## config.mk

```make
export PLATFORM = sky130hd
export DESIGN_NAME = trap_ctrl_unit
export DESIGN_NICKNAME = d
export VERILOG_FILES = /design/src/rtl/tcu_pkg.sv /design/src/rtl/tcu_timer.sv /design/src/rtl/tcu_arbiter.sv /design/src/rtl/tcu_csr_file.sv /design/src/rtl/trap_ctrl_unit.sv
export SDC_FILE = /design/constraint.sdc
export NUM_CORES = 1
export LEC_CHECK = 0
export CAP_MARGIN = 40
export CORE_ASPECT_RATIO = 0.75
export CORE_MARGIN = 1
export CORE_UTILIZATION = 60
export CTS_BUF_LIST = sky130_fd_sc_hd__clkbuf_8
export DETAILED_ROUTE_END_ITERATION = 10
export DONT_BUFFER_PORTS = 1
export HOLD_SLACK_MARGIN = 0.12
export PLACE_DENSITY = 0.79
export SYNTH_ARGS = -nofsm -noshare
export SYNTH_HDL_FRONTEND = slang
export SYNTH_SLANG_ARGS = --single-unit
```

## constraint.sdc

```tcl
create_clock -name clk -period 2.3 [get_ports clk]
set_clock_uncertainty 0.1 [all_clocks]
set_input_delay 0.575 -clock clk [delete_from_list [all_inputs] [get_ports clk]]
set_output_delay 0.575 -clock clk [all_outputs]
set_load 0.005 [all_outputs]
```

## src/rtl/tcu_pkg.sv

```systemverilog
package tcu_pkg;

    localparam int WORD_W    = 32;
    localparam int CODE_W    = 8;
    localparam int NPEND     = 8;
    localparam int NEXT_IRQ  = 7;
    localparam int TIMER_IDX = 7;

    localparam int ST_ET     = 0;
    localparam int ST_S      = 1;
    localparam int ST_PS     = 2;
    localparam int ST_SX     = 3;
    localparam int ST_IM_LO  = 8;

    localparam int CA_PEND_LO = 8;

    localparam logic [WORD_W-1:0] STATUS_RST =
        (WORD_W'(1) << ST_S) | (WORD_W'(1) << ST_SX);

    typedef enum logic [2:0] {
        SEL_STATUS  = 3'd0,
        SEL_CAUSE   = 3'd1,
        SEL_EPC     = 3'd2,
        SEL_BADADDR = 3'd3,
        SEL_COUNT   = 3'd4,
        SEL_COMPARE = 3'd5,
        SEL_EVEC    = 3'd6
    } reg_sel_e;

    typedef struct packed {
        logic              take;
        logic              is_irq;
        logic [CODE_W-1:0] code;
    } trap_req_t;

    function automatic logic [WORD_W-1:0] enter_status(input logic [WORD_W-1:0] old);
        logic [WORD_W-1:0] nxt;
        nxt        = old;
        nxt[ST_ET] = 1'b0;
        nxt[ST_PS] = old[ST_S];
        nxt[ST_S]  = 1'b1;
        return nxt;
    endfunction

    function automatic logic [WORD_W-1:0] pack_cause(input logic [NPEND-1:0]  pend,
                                                     input logic [CODE_W-1:0] code);
        logic [WORD_W-1:0] w;
        w = '0;
        w[CA_PEND_LO +: NPEND] = pend;
        w[CODE_W-1:0]          = code;
        return w;
    endfunction

endpackage

```

## src/rtl/tcu_timer.sv

```systemverilog
module tcu_timer
    import tcu_pkg::*;
#(
    parameter int XLEN  = 32,
    parameter int CNT_W = 32
) (
    input  logic             clk,
    input  logic             rst,
    input  logic             step,
    input  logic             cnt_we,
    input  logic             cmp_we,
    input  logic [XLEN-1:0]  wdata,
    output logic [CNT_W-1:0] count,
    output logic [CNT_W-1:0] compare,
    output logic             hit
);

    logic [CNT_W-1:0] count_q, cmp_q;

    assign hit     = step && !cnt_we && (count_q == cmp_q);
    assign count   = count_q;
    assign compare = cmp_q;

    always_ff @(posedge clk) begin
        if (rst) begin
            count_q <= '0;
            cmp_q   <= '0;
        end else begin
            if (cnt_we)
                count_q <= wdata[CNT_W-1:0];
            else if (step)
                count_q <= count_q + 1'b1;
            if (cmp_we)
                cmp_q <= wdata[CNT_W-1:0];
        end
    end

    assert_count_step_R9: assert property (@(posedge clk) disable iff (rst)
        (step && !cnt_we) |=> (count_q == $past(count_q) + 1'b1));

endmodule

```

## src/rtl/tcu_arbiter.sv

```systemverilog
module tcu_arbiter
    import tcu_pkg::*;
#(
    parameter logic [CODE_W-1:0] IRQ_CODE = 8'h10
) (
    input  logic              step,
    input  logic              trap_en,
    input  logic [NPEND-1:0]  mask,
    input  logic [NPEND-1:0]  pend,
    input  logic              exc_req,
    input  logic [CODE_W-1:0] exc_code,
    output trap_req_t         trap
);

    logic [NPEND-1:0] effective;
    logic             irq_go, exc_go;

    always_comb begin
        effective   = pend & mask;
        irq_go      = step && trap_en && (|effective);
        exc_go      = step && exc_req;
        trap.take   = irq_go || exc_go;
        trap.is_irq = irq_go;
        trap.code   = irq_go ? IRQ_CODE : exc_code;
    end

endmodule

```

## src/rtl/tcu_csr_file.sv

```systemverilog
module tcu_csr_file
    import tcu_pkg::*;
#(
    parameter int XLEN = 32
) (
    input  logic                clk,
    input  logic                rst,
    input  trap_req_t           trap,
    input  logic [XLEN-1:0]     cur_pc,
    input  logic [XLEN-1:0]     exc_addr,
    input  logic [NEXT_IRQ-1:0] irq_lines,
    input  logic                timer_hit,
    input  logic                we,
    input  logic [2:0]          sel,
    input  logic [XLEN-1:0]     wdata,
    output logic [WORD_W-1:0]   status,
    output logic [NPEND-1:0]    pend,
    output logic [CODE_W-1:0]   code,
    output logic [XLEN-1:0]     epc,
    output logic [XLEN-1:0]     badaddr,
    output logic [XLEN-1:0]     evec
);

    logic [WORD_W-1:0] status_q;
    logic [NPEND-1:0]  pend_q, pend_d;
    logic [CODE_W-1:0] code_q;
    logic [XLEN-1:0]   epc_q, bad_q, evec_q;
    logic              wr_status, wr_cause, wr_epc, wr_bad, wr_evec, wr_cmp;

    always_comb begin
        wr_status = we && (reg_sel_e'(sel) == SEL_STATUS);
        wr_cause  = we && (reg_sel_e'(sel) == SEL_CAUSE);
        wr_epc    = we && (reg_sel_e'(sel) == SEL_EPC);
        wr_bad    = we && (reg_sel_e'(sel) == SEL_BADADDR);
        wr_evec   = we && (reg_sel_e'(sel) == SEL_EVEC);
        wr_cmp    = we && (reg_sel_e'(sel) == SEL_COMPARE);
    end

    always_comb begin
        pend_d = wr_cause ? wdata[CA_PEND_LO +: NPEND] : pend_q;
        pend_d[NEXT_IRQ-1:0] = pend_d[NEXT_IRQ-1:0] | irq_lines;
        if (wr_cmp)
            pend_d[TIMER_IDX] = 1'b0;
        else
            pend_d[TIMER_IDX] = pend_d[TIMER_IDX] | timer_hit;
    end

    always_ff @(posedge clk) begin
        if (rst) begin
            status_q <= STATUS_RST;
            pend_q   <= '0;
            code_q   <= '0;
            epc_q    <= '0;
            bad_q    <= '0;
            evec_q   <= '0;
        end else begin
            pend_q <= pend_d;
            if (trap.take) begin
                status_q <= enter_status(status_q);
                code_q   <= trap.code;
                epc_q    <= cur_pc;
                if (!trap.is_irq)
                    bad_q <= exc_addr;
            end else begin
                if (wr_status) status_q <= wdata[WORD_W-1:0];
                if (wr_cause)  code_q   <= wdata[CODE_W-1:0];
                if (wr_epc)    epc_q    <= wdata;
                if (wr_bad)    bad_q    <= wdata;
            end
            if (wr_evec)
                evec_q <= wdata;
        end
    end

    assign status  = status_q;
    assign pend    = pend_q;
    assign code    = code_q;
    assign epc     = epc_q;
    assign badaddr = bad_q;
    assign evec    = evec_q;

    assert_trap_status_R6: assert property (@(posedge clk) disable iff (rst)
        trap.take |=> (!status_q[ST_ET] && status_q[ST_S]
                       && (status_q[ST_PS] == $past(status_q[ST_S]))));

    assert_pend_kept_R7: assert property (@(posedge clk) disable iff (rst)
        (trap.take && !wr_cause && !wr_cmp) |=> ((pend_q & $past(pend_q)) == $past(pend_q)));

    assert_irq_latch_R2: assert property (@(posedge clk) disable iff (rst)
        (irq_lines != '0) |=> ((pend_q[NEXT_IRQ-1:0] & $past(irq_lines)) == $past(irq_lines)));

    assert_timer_set_R9: assert property (@(posedge clk) disable iff (rst)
        (timer_hit && !wr_cmp) |=> pend_q[TIMER_IDX]);

    assert_irq_gate_R3: assert property (@(posedge clk) disable iff (rst)
        (trap.take && trap.is_irq) |->
            (status_q[ST_ET] && ((pend_q & status_q[ST_IM_LO +: NPEND]) != '0)));

    assert_epc_capture_R8: assert property (@(posedge clk) disable iff (rst)
        trap.take |=> (epc_q == $past(cur_pc)));

endmodule

```

## src/rtl/trap_ctrl_unit.sv

```systemverilog
module trap_ctrl_unit
    import tcu_pkg::*;
#(
    parameter int                XLEN     = 32,
    parameter int                CNT_W    = 32,
    parameter logic [CODE_W-1:0] IRQ_CODE = 8'h10
) (
    input  logic                clk,
    input  logic                rst,
    input  logic                insn_step,
    input  logic [XLEN-1:0]     cur_pc,
    input  logic                exc_req,
    input  logic [CODE_W-1:0]   exc_code,
    input  logic [XLEN-1:0]     exc_addr,
    input  logic [NEXT_IRQ-1:0] irq_lines,
    input  logic                csr_we,
    input  logic [2:0]          csr_addr,
    input  logic [XLEN-1:0]     csr_wdata,
    output logic [XLEN-1:0]     csr_rdata,
    output logic                redirect_valid,
    output logic [XLEN-1:0]     redirect_pc,
    output logic [WORD_W-1:0]   status_out,
    output logic [WORD_W-1:0]   cause_out
);

    trap_req_t         trap;
    logic [WORD_W-1:0] status;
    logic [NPEND-1:0]  pend;
    logic [CODE_W-1:0] code;
    logic [XLEN-1:0]   epc, badaddr, evec;
    logic [CNT_W-1:0]  count, compare;
    logic              timer_hit, cnt_we, cmp_we;
    logic [WORD_W-1:0] cause_w;

    assign cnt_we  = csr_we && (reg_sel_e'(csr_addr) == SEL_COUNT);
    assign cmp_we  = csr_we && (reg_sel_e'(csr_addr) == SEL_COMPARE);
    assign cause_w = pack_cause(pend, code);

    tcu_timer #(.XLEN(XLEN), .CNT_W(CNT_W)) u_timer (
        .clk     (clk),
        .rst     (rst),
        .step    (insn_step),
        .cnt_we  (cnt_we),
        .cmp_we  (cmp_we),
        .wdata   (csr_wdata),
        .count   (count),
        .compare (compare),
        .hit     (timer_hit)
    );

    tcu_arbiter #(.IRQ_CODE(IRQ_CODE)) u_arb (
        .step     (insn_step),
        .trap_en  (status[ST_ET]),
        .mask     (status[ST_IM_LO +: NPEND]),
        .pend     (pend),
        .exc_req  (exc_req),
        .exc_code (exc_code),
        .trap     (trap)
    );

    tcu_csr_file #(.XLEN(XLEN)) u_regs (
        .clk       (clk),
        .rst       (rst),
        .trap      (trap),
        .cur_pc    (cur_pc),
        .exc_addr  (exc_addr),
        .irq_lines (irq_lines),
        .timer_hit (timer_hit),
        .we        (csr_we),
        .sel       (csr_addr),
        .wdata     (csr_wdata),
        .status    (status),
        .pend      (pend),
        .code      (code),
        .epc       (epc),
        .badaddr   (badaddr),
        .evec      (evec)
    );

    always_comb begin
        unique case (reg_sel_e'(csr_addr))
            SEL_STATUS:  csr_rdata = XLEN'(status);
            SEL_CAUSE:   csr_rdata = XLEN'(cause_w);
            SEL_EPC:     csr_rdata = epc;
            SEL_BADADDR: csr_rdata = badaddr;
            SEL_COUNT:   csr_rdata = XLEN'(count);
            SEL_COMPARE: csr_rdata = XLEN'(compare);
            SEL_EVEC:    csr_rdata = evec;
            default:     csr_rdata = '0;
        endcase
    end

    assign redirect_valid = trap.take;
    assign redirect_pc    = evec;
    assign status_out     = status;
    assign cause_out      = cause_w;

    assert_redirect_step_R8: assert property (@(posedge clk) disable iff (rst)
        redirect_valid |-> insn_step);

    assert_irq_wins_R5: assert property (@(posedge clk) disable iff (rst)
        (redirect_valid && status[ST_ET] && ((pend & status[ST_IM_LO +: NPEND]) != '0))
            |=> (cause_out[CODE_W-1:0] == IRQ_CODE));

endmodule

```

==> metrics.txt <==
status complete, but fails checks; failing checks hold timing, setup timing; #FFs+latches synth 208; Slew @ Worst Pin 0.6335 ns; ratio of final minimum period to clock period 107.0%; fillers 1138; post-DP HPWL 23.22 mm; Starting DRT DRC Count 1754; first-pass GRT wire length 60.31 mm; Arrival @ worst endpoint 1.79 ns; antenna-violating nets left 0; syn avg cell area 8.561 um^2; worst min-delay path class in -> reg; Placeable Area 17810 um^2; final max-slew violation count 0; count leader, synth dfxtp_1; Post-synth EDFFs 0; sequential share of the synthesized area 37.73%; Worst Setup Start Kind flip-flop; CP max FO 4; Synth area leader dfxtp_1; Leak 0.004999 uW; Reg clk slew, reported paths 0.07 ns; Die Wd 158.6 um; PwrDens 596.5 nW/um^2; hold slack final -0.01798 ns; total grt overflow 0; count of different cell masters after synthesis 56; DR vias 11224; ys async rst share 0%; mapped cell area 11040 um^2; Critical Path End Type output pin; row count 42; area delta synth->final 26.27%; CTS Buf Count 31; final hold violation count 1; Max transition margin 57.77%; CP Class reg -> out; synth top area cells dfxtp_1 38%, mux2i_1 7.6%, a21oi_1 6.3%; endpoints failing setup 2; largest net degree at the start of global routing 232; vias in the first global route 10796; Total GRT Usage 41.32%; routed length per placed instance 23.59 um; routability-driven placement congestion ratio 0.9357; synthesized netlist cell count 1289; Num Clock Sinks 208; Die Ht 119.5 um; Root Driver clkbuf_8; H-tree levels 1; final setup margin -0.1611 ns; top-area cell type share of the netlist area 37.73%; CP required 1.62 ns; post-layout min period 2.461 ns; Port Buffer Count 0; setup TNS -0.1810 ns; drt pass-1 iters 6; DRC Markers 0; RSZ-0062 raised after global routing true; synth warn 0; CTS tree yes; f_max 406.3 MHz; drt total wl 40.23 mm; die area 18940 um^2; Main synth FF type dfxtp_1; VDD IR max 586.0 uV; total power 8312 uW; I/O pin cnt 248; Initial Utilization 61.95%; max-capacitance violation count 0; CTS max path bufs 3; # nets final 1559; initial antenna violation count 1; Antenna Cells 0; share of cells above drive strength 1 14.08%; Vias per Instance 6.583; Commonest cells post-synth 208 x dfxtp_1, 150 x nand2_1, 140 x a21oi_1; clk_lat worst skew 0.61 ns
[worst max-delay path, stage by stage (launching register included)]
cell	delay, ns
dfxtp_2	0.35
a22oi_2	0.22
nand2_1	0.13
o211ai_1	0.26
and2_4	0.20
inv_2	0.05
[path summary, 6_finish.rpt]
| kind | from | endpoint | slack (ns) | cells past startpoint |
|---|---|---|---|---|
| min | rst | u_regs.epc[21] | -0.02 | 1 |
| min reg2reg | u_regs.badaddr[24] | u_regs.badaddr[24] | 0.43 | 2 |
| max reg2reg | u_regs.pend[5] | u_regs.code[4] | 0 | 8 |
| max | u_regs.pend[5] | redirect_valid | -0.16 | 5 |
[power by group]
part / internal [uW] / switching (uW)
Clock: 1830 / 1540
Combinational: 508 / 515
Sequential: 3770 / 153
Total: 6110 / 2200
[stage by stage]
step | setup slack (ns) | hold WS [ns] | cell area [um^2] | utilization (%) | cells
after CTS | -0.1071 | -0.05207 | 13800 | 77.45 | 1700
after global placement | 0.05012 | 0.3634 | 11250 | 63.15 | 1461
after floorplan | 0.004660 | 0.3576 | 11130 | - | 1304
final | -0.1611 | -0.01798 | 13930 | 78.22 | 1705
after detailed placement | 0.03488 | 0.3755 | 11250 | 63.15 | 1461
after global routing | -0.2670 | -0.06297 | 13930 | 78.22 | 1705
[layer usage]
| layer | vias to the layer above | track usage [%] | routed length [um] |
|---|---|---|---|
| met5 | - | 0 | 0 |
| met4 | 0 | 17.49 | 1501 |
| met3 | 160 | 13.32 | 5591 |
| met2 | 856 | 64.01 | 17950 |
| met1 | 5287 | 52.48 | 15180 |
| li1 | 4921 | - | - |
[placed cells by master, fill, tap and decap left out, drive strengths merged, types with 2 or more instances in the layout]
cell         synthesis  final
dfxtp              208    208
dlygate4sd3          0    180
nand2              150    150
a21oi              140    140
a211oi             108    108
mux2i               84     84
nor2                74     74
buf                 83     66
a22oi               63     63
nand2b              59     59
xnor2               44     44
clkbuf              61     38
o22ai               35     35
nand3               32     32
a22o                20     20
nand4               20     20
xor2                18     18
conb                 1     16
nor3                15     15
inv                  6     13
o21ai               13     13
nor2b               10     10
clkinv               0      8
and3                 6      6
mux2                 5      5
nor4                 5      5
and2                 4      4
and4                 3      3
bufinv               0      3
a311oi               3      3
a31oi                2      2
o221ai               2      2
and3b                2      2
or2                  2      2
a221oi               2      2
[layout make-up]
cell class / count / area [um^2] / area share (%)
Clock buffer: 38 / 523.0 / 3.753
Clock inverter: 19 / 163.9 / 1.176
Inverter: 6 / 22.52 / 0.1616
Multi-Input combinational cell: 946 / 6282 / 45.08
Sequential cell: 208 / 4183 / 30.02
Tap cell: 242 / 302.8 / 2.173
Timing Repair Buffer: 246 / 2457 / 17.63
[what timing repair did]
action | CTS | global route
gates resized for setup | 19 | 33
buffers inserted | 3 | 4
hold buffers | 179 | 2
setup endpoints to repair | 6 | 60
hold endpoints to repair | 208 | 89
pin swaps | 5 | 9
[cells by family after synthesis]
group	after synthesis	share of synthesized area (%)
AND/OR/NAND/NOR	388	17.46
flip-flops	208	37.73
other	1	0.03398
XOR/XNOR	62	4.921
AO/OA/AOI/OAI	390	24.60
multiplexers	89	8.129
buffers and inverters	150	7.007
adder cells (fa/ha/maj)	1	0.1134
[state kept, by name, summed over array words and instances (netlist names)]
name             count
u_regs.pend          8
u_regs.status       32
u_timer.count       32
u_regs.code          8
u_timer.compare     32
u_regs.evec         32
u_regs.epc          32
u_regs.badaddr      32
Power figures use the tool's default switching activity.
